## src/rtl/seqcmd_pkg.sv

```systemverilog
package seqcmd_pkg;

    localparam int KEY_W   = 14;
    localparam int N_PRE   = 5;
    localparam int N_KEYS  = N_PRE + 2;
    localparam int IDX_STO = N_PRE;
    localparam int IDX_REC = N_PRE + 1;

    typedef enum logic [2:0] {
        ST_IDLE,
        ST_GOT1,
        ST_GOT2,
        ST_GOT3,
        ST_GOT4,
        ST_GOT5
    } seq_state_t;

    // Keys 0..4 form the shared prefix; 5 selects store, 6 selects recall.
    function automatic logic [KEY_W-1:0] key_at(input int idx);
        logic [KEY_W-1:0] k;
        case (idx)
            0:       k = 14'h0E38;
            1:       k = 14'h31C7;
            2:       k = 14'h03E0;
            3:       k = 14'h3C1F;
            4:       k = 14'h303F;
            5:       k = 14'h0FC0;
            default: k = 14'h0C63;
        endcase
        return k;
    endfunction

endpackage

```

## src/rtl/seqcmd_keymatch.sv

```systemverilog
module seqcmd_keymatch
    import seqcmd_pkg::*;
#(
    parameter int NK = N_KEYS
) (
    input  logic [KEY_W-1:0] key_in,
    output logic [NK-1:0]    hit
);

    for (genvar i = 0; i < NK; i++) begin : g_key
        assign hit[i] = (key_in == key_at(i));
    end

endmodule

```

## src/rtl/seqcmd_fsm.sv

```systemverilog
module seqcmd_fsm
    import seqcmd_pkg::*;
(
    input  logic              clk,
    input  logic              rst_n,
    input  logic              take,
    input  logic              wr,
    input  logic [N_KEYS-1:0] hit,
    output logic              store_req,
    output logic              recall_req,
    output logic              seq_busy
);

    seq_state_t st, nxt;
    seq_state_t restart_st;
    logic       fire_sto, fire_rec;

    // A broken series may begin again on the same access.
    assign restart_st = hit[0] ? ST_GOT1 : ST_IDLE;

    always_comb begin
        nxt      = st;
        fire_sto = 1'b0;
        fire_rec = 1'b0;
        if (take) begin
            if (wr) begin
                nxt = ST_IDLE;
            end else begin
                unique case (st)
                    ST_IDLE: nxt = restart_st;
                    ST_GOT1: nxt = hit[1] ? ST_GOT2 : restart_st;
                    ST_GOT2: nxt = hit[2] ? ST_GOT3 : restart_st;
                    ST_GOT3: nxt = hit[3] ? ST_GOT4 : restart_st;
                    ST_GOT4: nxt = hit[4] ? ST_GOT5 : restart_st;
                    ST_GOT5: begin
                        if (hit[IDX_STO]) begin
                            fire_sto = 1'b1;
                            nxt      = ST_IDLE;
                        end else if (hit[IDX_REC]) begin
                            fire_rec = 1'b1;
                            nxt      = ST_IDLE;
                        end else begin
                            nxt = restart_st;
                        end
                    end
                    default: nxt = ST_IDLE;
                endcase
            end
        end
    end

    always_ff @(posedge clk) begin
        if (!rst_n) st <= ST_IDLE;
        else        st <= nxt;
    end

    always_ff @(posedge clk) begin
        if (!rst_n) begin
            store_req  <= 1'b0;
            recall_req <= 1'b0;
            seq_busy   <= 1'b0;
        end else begin
            store_req  <= fire_sto;
            recall_req <= fire_rec;
            seq_busy   <= (nxt != ST_IDLE);
        end
    end

endmodule

```

## src/rtl/seqcmd_detect.sv

```systemverilog
module seqcmd_detect
    import seqcmd_pkg::*;
#(
    parameter int ADDR_W = 15
) (
    input  logic              clk,
    input  logic              rst_n,
    input  logic              acc_stb,
    input  logic              sel,
    input  logic              wr,
    input  logic [ADDR_W-1:0] addr,
    output logic              store_req,
    output logic              recall_req,
    output logic              seq_busy
);

    logic [N_KEYS-1:0] hit;
    logic              unused_hi;

    // Upper address bits take no part in matching.
    assign unused_hi = ^addr[ADDR_W-1:KEY_W];

    seqcmd_keymatch #(.NK(N_KEYS)) u_match (
        .key_in (addr[KEY_W-1:0]),
        .hit    (hit)
    );

    seqcmd_fsm u_fsm (
        .clk        (clk),
        .rst_n      (rst_n),
        .take       (acc_stb && sel),
        .wr         (wr),
        .hit        (hit),
        .store_req  (store_req),
        .recall_req (recall_req),
        .seq_busy   (seq_busy)
    );

endmodule

```

## config.mk

```make
export PLATFORM = sky130hd
export DESIGN_NAME = seqcmd_detect
export DESIGN_NICKNAME = d
export VERILOG_FILES = /design/src/rtl/seqcmd_pkg.sv /design/src/rtl/seqcmd_keymatch.sv /design/src/rtl/seqcmd_fsm.sv /design/src/rtl/seqcmd_detect.sv
export SDC_FILE = /design/constraint.sdc
export NUM_CORES = 1
export LEC_CHECK = 0
export ABC_CLOCK_PERIOD_IN_PS = 5700
export CORE_AREA = 2 2 39 41
export DETAILED_ROUTE_END_ITERATION = 10
export DIE_AREA = 0 0 41 43
export DONT_BUFFER_PORTS = 1
export HOLD_SLACK_MARGIN = 0.15
export PLACE_DENSITY = 0.4
export SYNTH_ARGS = -nofsm -noshare
export SYNTH_HDL_FRONTEND = slang
export SYNTH_SLANG_ARGS = --single-unit
```

## constraint.sdc

```tcl
create_clock -name clk -period 5.7 [get_ports clk]
set_clock_uncertainty 0.2 [all_clocks]
set_input_delay 0.57 -clock clk [delete_from_list [all_inputs] [get_ports clk]]
set_output_delay 0.57 -clock clk [all_outputs]
set_load 0.005 [all_outputs]
```

==> results of run 1 <==
==> power breakdown <==
part | internal, W | total (W) | switching [W]
Sequential | 0.0000421 | 0.0000421 | 0.000000000170
Combinational | 0.00000257 | 0.00000416 | 0.00000159
Clock | 0.0000238 | 0.0000390 | 0.0000151
Total | 0.0000685 | 0.0000852 | 0.0000167
==> worst min path at each step <==
stage,from,slack [ns],end,cells past startpoint
6_report,addr[8],0.26,u_fsm.store_req,2
5_1_grt,rst_n,0.26,u_fsm.st[0],1
4_1_cts,addr[8],0.26,u_fsm.store_req,2
3_5_place_dp,u_fsm.st[2],0.33,u_fsm.st[2],2
3_3_place_gp,u_fsm.st[2],0.35,u_fsm.st[2],2
2_1_floorplan,u_fsm.st[2],0.29,u_fsm.st[2],2
==> cell type report <==
| class | count | area [sq um] |
|---|---|---|
| Tap cell | 16 | 20.0 |
| Multi-Input combinational cell | 44 | 287 |
| Sequential cell | 6 | 120 |
| Fill cell | 150 | 935 |
| Clock buffer | 3 | 22.5 |
==> metal layers <==
layer | share of wire | global-route usage
met3 | 0.12 | 0.0681
met2 | 0.46 | 0.209
met4 | 0 | 0.0200
met5 | 0 | 0
met1 | 0.42 | 0.174
==> worst register-to-register path, stage by stage (launching register included) <==
cell      delay [ns]
dfxtp_1         0.33
nand2b_1        0.17
or3_1           0.35
a211o_1         0.30
a21boi_0        0.20
or3_1           0.13
==> cells by family (layout without fill, tap and decap cells) <==
group / count (synthesis) / count (layout) / share of synthesized area
AO/OA/AOI/OAI: 5 / 5 / 0.0985
buffers and inverters: 0 / 3 / 0
flip-flops: 6 / 6 / 0.295
AND/OR/NAND/NOR: 39 / 39 / 0.606
==> registers in the layout, indices dropped and copies added, names as in the netlist <==
signal	count
u_fsm.seq_busy	1
u_fsm.store_req	1
u_fsm.recall_req	1
u_fsm.st	3
==> cells in the mapped netlist <==
| library cell | n |
|---|---|
| nand2_1 | 7 |
| nor4b_1 | 7 |
| dfxtp_1 | 6 |
| nor2_1 | 5 |
| nand4_1 | 3 |
| and2_1 | 2 |
| and3b_1 | 2 |
| nand3_1 | 2 |
| or3_1 | 2 |
| a211o_1 | 1 |
| a21boi_0 | 1 |
| a21oi_1 | 1 |
| and3_1 | 1 |
| nand2b_1 | 1 |
| nand3b_1 | 1 |
| nand4b_1 | 1 |
| nor2b_1 | 1 |
| nor3_1 | 1 |
| nor3b_1 | 1 |
| o31a_1 | 1 |
| o31a_2 | 1 |
| or4_4 | 1 |
| or4b_1 | 1 |
==> stage by stage <==
stage               instances  worst slack [ns]   util
floorplan                  50              3.47      -
global placement           66              3.38  0.308
detailed placement         66              3.39  0.308
CTS                        69              3.64  0.325
global route               69              3.58  0.325
finish                     69              3.64  0.325
==> metrics.txt, run 1 <==
status=complete, no violations; Final GP Congestion=about 0.89; initial antenna violation count=0; Fin Setup TNS=0 ns; CTS Root Cell=clkbuf_4; register area share after synthesis=0.295; kind of critical path=primary input to flip-flop; Fin. Hold Viols=0; Crit. Startpoint=addr[3]; crit-path max FO=4; most frequent cells in the layout=7 x nand2_1, 7 x nor4b_1, 6 x dfxtp_1, 5 x nor2_1; WP buf/inv=0; share of post-route cells with drive strength above 1=0.0943; Min-Delay Path Class=primary input to flip-flop; router iterations before antenna repair=4; Critical Path Stages=5; via count=~420; P&R area growth vs syn=10.5%; CP endpoint=u_fsm.seq_busy; first-pass GRT wire length=around 1600 microns; worst reg2reg path depth=5; Max Slew Vio Count=0; Remaining Overflow, GRT=0; CTS Hold Buffers Added=0; Tcrit/Tclk final=0.362; relative slew slack=0.728; Syn Area/Cell=~8 sq um; mean routed wirelength per cell=~16 microns; startpoint types=primary input; clk sinks=6; # nets final=75; worst-margin pin slew=roughly 0.4 ns; final hold slack=about 0.26 ns; core area=around 1400 sq um; Worst VDD drop=0.140 mV; Die W=~41 microns; Boundary Pins=23; Max Buffers Root-to-Sink=2; largest stage delay on the critical path=roughly 0.54 ns; CTS tree=done; Final Total Pwr=0.0000852 W; R2R Path Start=u_fsm.st[2]; critical path capture point type=flip-flop; total die area=around 1800 sq um; Post-CTS Setup Inserts=0; Initial Util=0.294; synthesized netlist net count=70; gr usage total=0.138; Synth Register Bits=6; post-route cell area=about 450 sq um; final setup fails=0; first-iteration detailed-routing DRC count=12; Synthesis Warnings=0; Max Cap Viol=0; Via-to-Cell Ratio=between 6 and 7; die height=approximately 43 microns; vias in the first global route=slightly above 400; synth unique cells=23; delay-heaviest family, CP=simple AND/OR/NAND/NOR gates; main area contributors after synthesis=dfxtp_1 30%, nor4b_1 15%, nand2_1 6.5%, nand4_1 4.6%, nor2_1 4.6%; WP data arrival=~2.1 ns; cts repair resizes=0; Routed WL=1130 microns; Area after DPL=~430 sq um; Routed Antenna Nets=0; DR DRC count=0; H-tree Lvls=1; slowest CP cell=or4b_1; clock slew at reported path FFs=0.05 ns; critical-path cell list=or4b_1, or4_4, a21oi_1, o31a_2, or3_1; Worst R2R Setup Slack=between 3 and 4 ns; Clock Latency Late Sink=about 0.24 ns; Critical R2R Capture=u_fsm.seq_busy; PD cells=190 nW/um^2; Synth area leader=dfxtp_1; antenna cell count=0; cells after synthesis=50; Rows=14; largest net degree at the start of global routing=6; unrepaired setup endpoints after global routing=no; post-synth top area share=0.295; HPWL Detailed=a little over 900 microns; fmax=just under 500 MHz; PortBufs=0; Worst EP required=between 5 and 6 ns; Leakage=between 0.1 and 0.15 nW; min Tclk post-route=2.06 ns; Syn Std Cell Area=a little over 400 sq um; CTS Buf Count=3
Note: power is estimated with default switching activity, not from simulation.
==> inputs of run 2 (changes only) <==
- ABC_CLOCK_PERIOD_IN_PS: 5700 -> 1800
- PLACE_DENSITY: 0.4 -> 0.42
- clock period: 5.7 -> 1.8 ns (I/O delays scaled with it)
==> run 2 against run 1 <==
Critical path depth did not move. Core utilization rose by 8.0 points. First-iteration DRC count fell by 8.3%. Sequential cell count did not move. Die area did not move. Non-clock buffer count rose by 10. Combinational power rose to 7.3 times the previous value. Largest cell class unchanged.
==> metrics.txt, run 2 (synthesized netlist as in run 1, its figures left out) <==
largest net degree at the start of global routing=6 (unchanged); fmax=between 500 and 600 MHz; Sw Pwr=0.0000542 W (+220%); met3 Usage GRT=0.0105 (-0.0576); Min-Delay Path Class=primary input to flip-flop; final core occ=0.405 (+0.0805); Comb pwr share=0.107 (+0.058); kind of critical path=primary input to flip-flop; worst reg2reg path depth=5 (unchanged); relative slew slack=0.727 (-0.00147); H-tree Lvls=1 (unchanged); share of post-route cells with drive strength above 1=0.143 (+0.0485); Internal Power=0.000229 W (+230%); gr usage total=0.164 (+0.0266); Clock Latency Late Sink=0.24 ns (about the same); min Tclk post-route=around 1.7 ns; Max Cap Viol=0 (unchanged); Routed WL=1110 microns (-1.2%); Max Buffers Root-to-Sink=2 (unchanged); Critical R2R Capture=u_fsm.seq_busy; WP data arrival=1.65 ns (-0.40 ns); core area=1380 sq um (unchanged); Routed Antenna Nets=0 (unchanged); CTS Root Cell=clkbuf_4; DR DRC count=0 (unchanged); Post-CTS Setup Inserts=0 (unchanged); Largest Register=u_fsm.st; clock slew at reported path FFs=0.05 ns (about the same); Worst EP required=1.72 ns (-3.96 ns); R2R Path Start=u_fsm.st[2]; final setup fails=0 (unchanged); die height=43 microns (unchanged); Final Total Pwr=0.000283 W (+230%); Global Route met2 Usage=0.250 (+0.0406); Reg power frac=0.470 (-0.024); via count=460 (+9.3%); status=complete, no violations; # nets final=85 (+13%); P&R area growth vs syn=37.8%; mean routed wirelength per cell=14.1 microns (-14%); first-pass GRT wire length=1990 microns (+24%); Rows=14 (unchanged); CTS Hold Buffers Added=10 (+10); PD cells=505 nW/um^2 (+170%); Sw Ratio=0.191 (-0.00510); Max Slew Vio Count=0 (unchanged); Boundary Pins=23 (unchanged); HPWL Detailed=831 microns (-11%); Via-to-Cell Ratio=5.82 (-4.6%); Tcrit/Tclk final=0.964; Crit. Startpoint=acc_stb; Remaining Overflow, GRT=0 (unchanged); worst-margin pin slew=0.404 ns (+0.00217 ns); antenna cell count=0 (unchanged); PortBufs=0 (unchanged); initial antenna violation count=0 (unchanged); clock power share=0.423 (-0.034); unrepaired setup endpoints after global routing=no; GRT met1 Usage=0.210 (+0.0366); Leakage=0.167 nW (+31%); CTS tree=done; Fin. Hold Viols=0 (unchanged); most frequent cells in the layout=10 x dlygate4sd3_1, 7 x nor4b_1, 6 x nand2_1, 5 x nor2_1, 5 x dfxtp_1; clk sinks=6 (unchanged); Worst VDD drop=0.119 mV (-15%); Die W=41 microns (unchanged); CTS Buf Count=3 (unchanged); CP endpoint=u_fsm.seq_busy; Initial Util=0.294 (unchanged); router iterations before antenna repair=4 (unchanged); final hold slack=0.0431 ns (-0.219 ns); commonest non-fill, non-tap cell in the layout=dlygate4sd3_1; max reg flops=3 (unchanged); startpoint types=primary input; critical path capture point type=flip-flop; GRT busiest layer=met2; crit-path max FO=4 (unchanged); first-iteration detailed-routing DRC count=11 (-1); Worst R2R Setup Slack=0.09 ns (-3.87 ns); total die area=1760 sq um (unchanged); vias in the first global route=511 (+27%); Final GP Congestion=0.901 (+1.4%)
run 2: layer usage:
layer	part of all wire	wire length [microns]
met5	0	0
met4	0.0081	9
met3	0.062	69
met2	0.50	560
met1	0.42	473
run 2: how the worst min path moves through the flow:
stage | from | to | cells after the start
3_5_place_dp | addr[8] | u_fsm.store_req | 2
3_3_place_gp | rst_n | u_fsm.st[0] | 1
6_report | addr[10] | u_fsm.recall_req | 4
4_1_cts | addr[10] | u_fsm.recall_req | 4
5_1_grt | addr[10] | u_fsm.recall_req | 4
2_1_floorplan | addr[8] | u_fsm.store_req | 2
run 2: power groups by stage:
stage                     registers (W)  clock network (W)  logic [W]
after floorplan                0.000136                  0  0.0000121
after global placement         0.000136                  0  0.0000134
after detailed placement       0.000136                  0  0.0000137
after CTS                      0.000133           0.000128  0.0000297
after global routing           0.000133           0.000133  0.0000329
final                          0.000133           0.000120  0.0000302
run 2: area by class of cell:
type | count | area [sq um]
fill | 154 | 823
tap | 16 | 20.0
timing repair buffer | 10 | 100
sequential | 6 | 121
clock buffer | 3 | 22.5
multi-input combinational | 44 | 297
run 2: metrics by stage:
stage	worst slack [ns]	TNS, ns	std cells	area, sq um
floorplan	0.00999	0	50	414
global placement	-0.0402	-0.0402	66	434
detailed placement	-0.0467	-0.0467	66	434
CTS	0.0206	0	79	557
global route	0.0122	0	79	561
finish	0.0653	0	79	561
run 2: what timing repair did:
item                                    CTS  global route
endpoints found under the setup margin    0             1
endpoints found under the hold margin     6             3
gates resized for setup                   0             3
run 2: worst max-delay path, stage by stage:
cell and delay [ns]:
dlygate4sd3_1 0.54, nand2_2 0.08, and2_1 0.15, o31a_2 0.34
or3_1 0.36
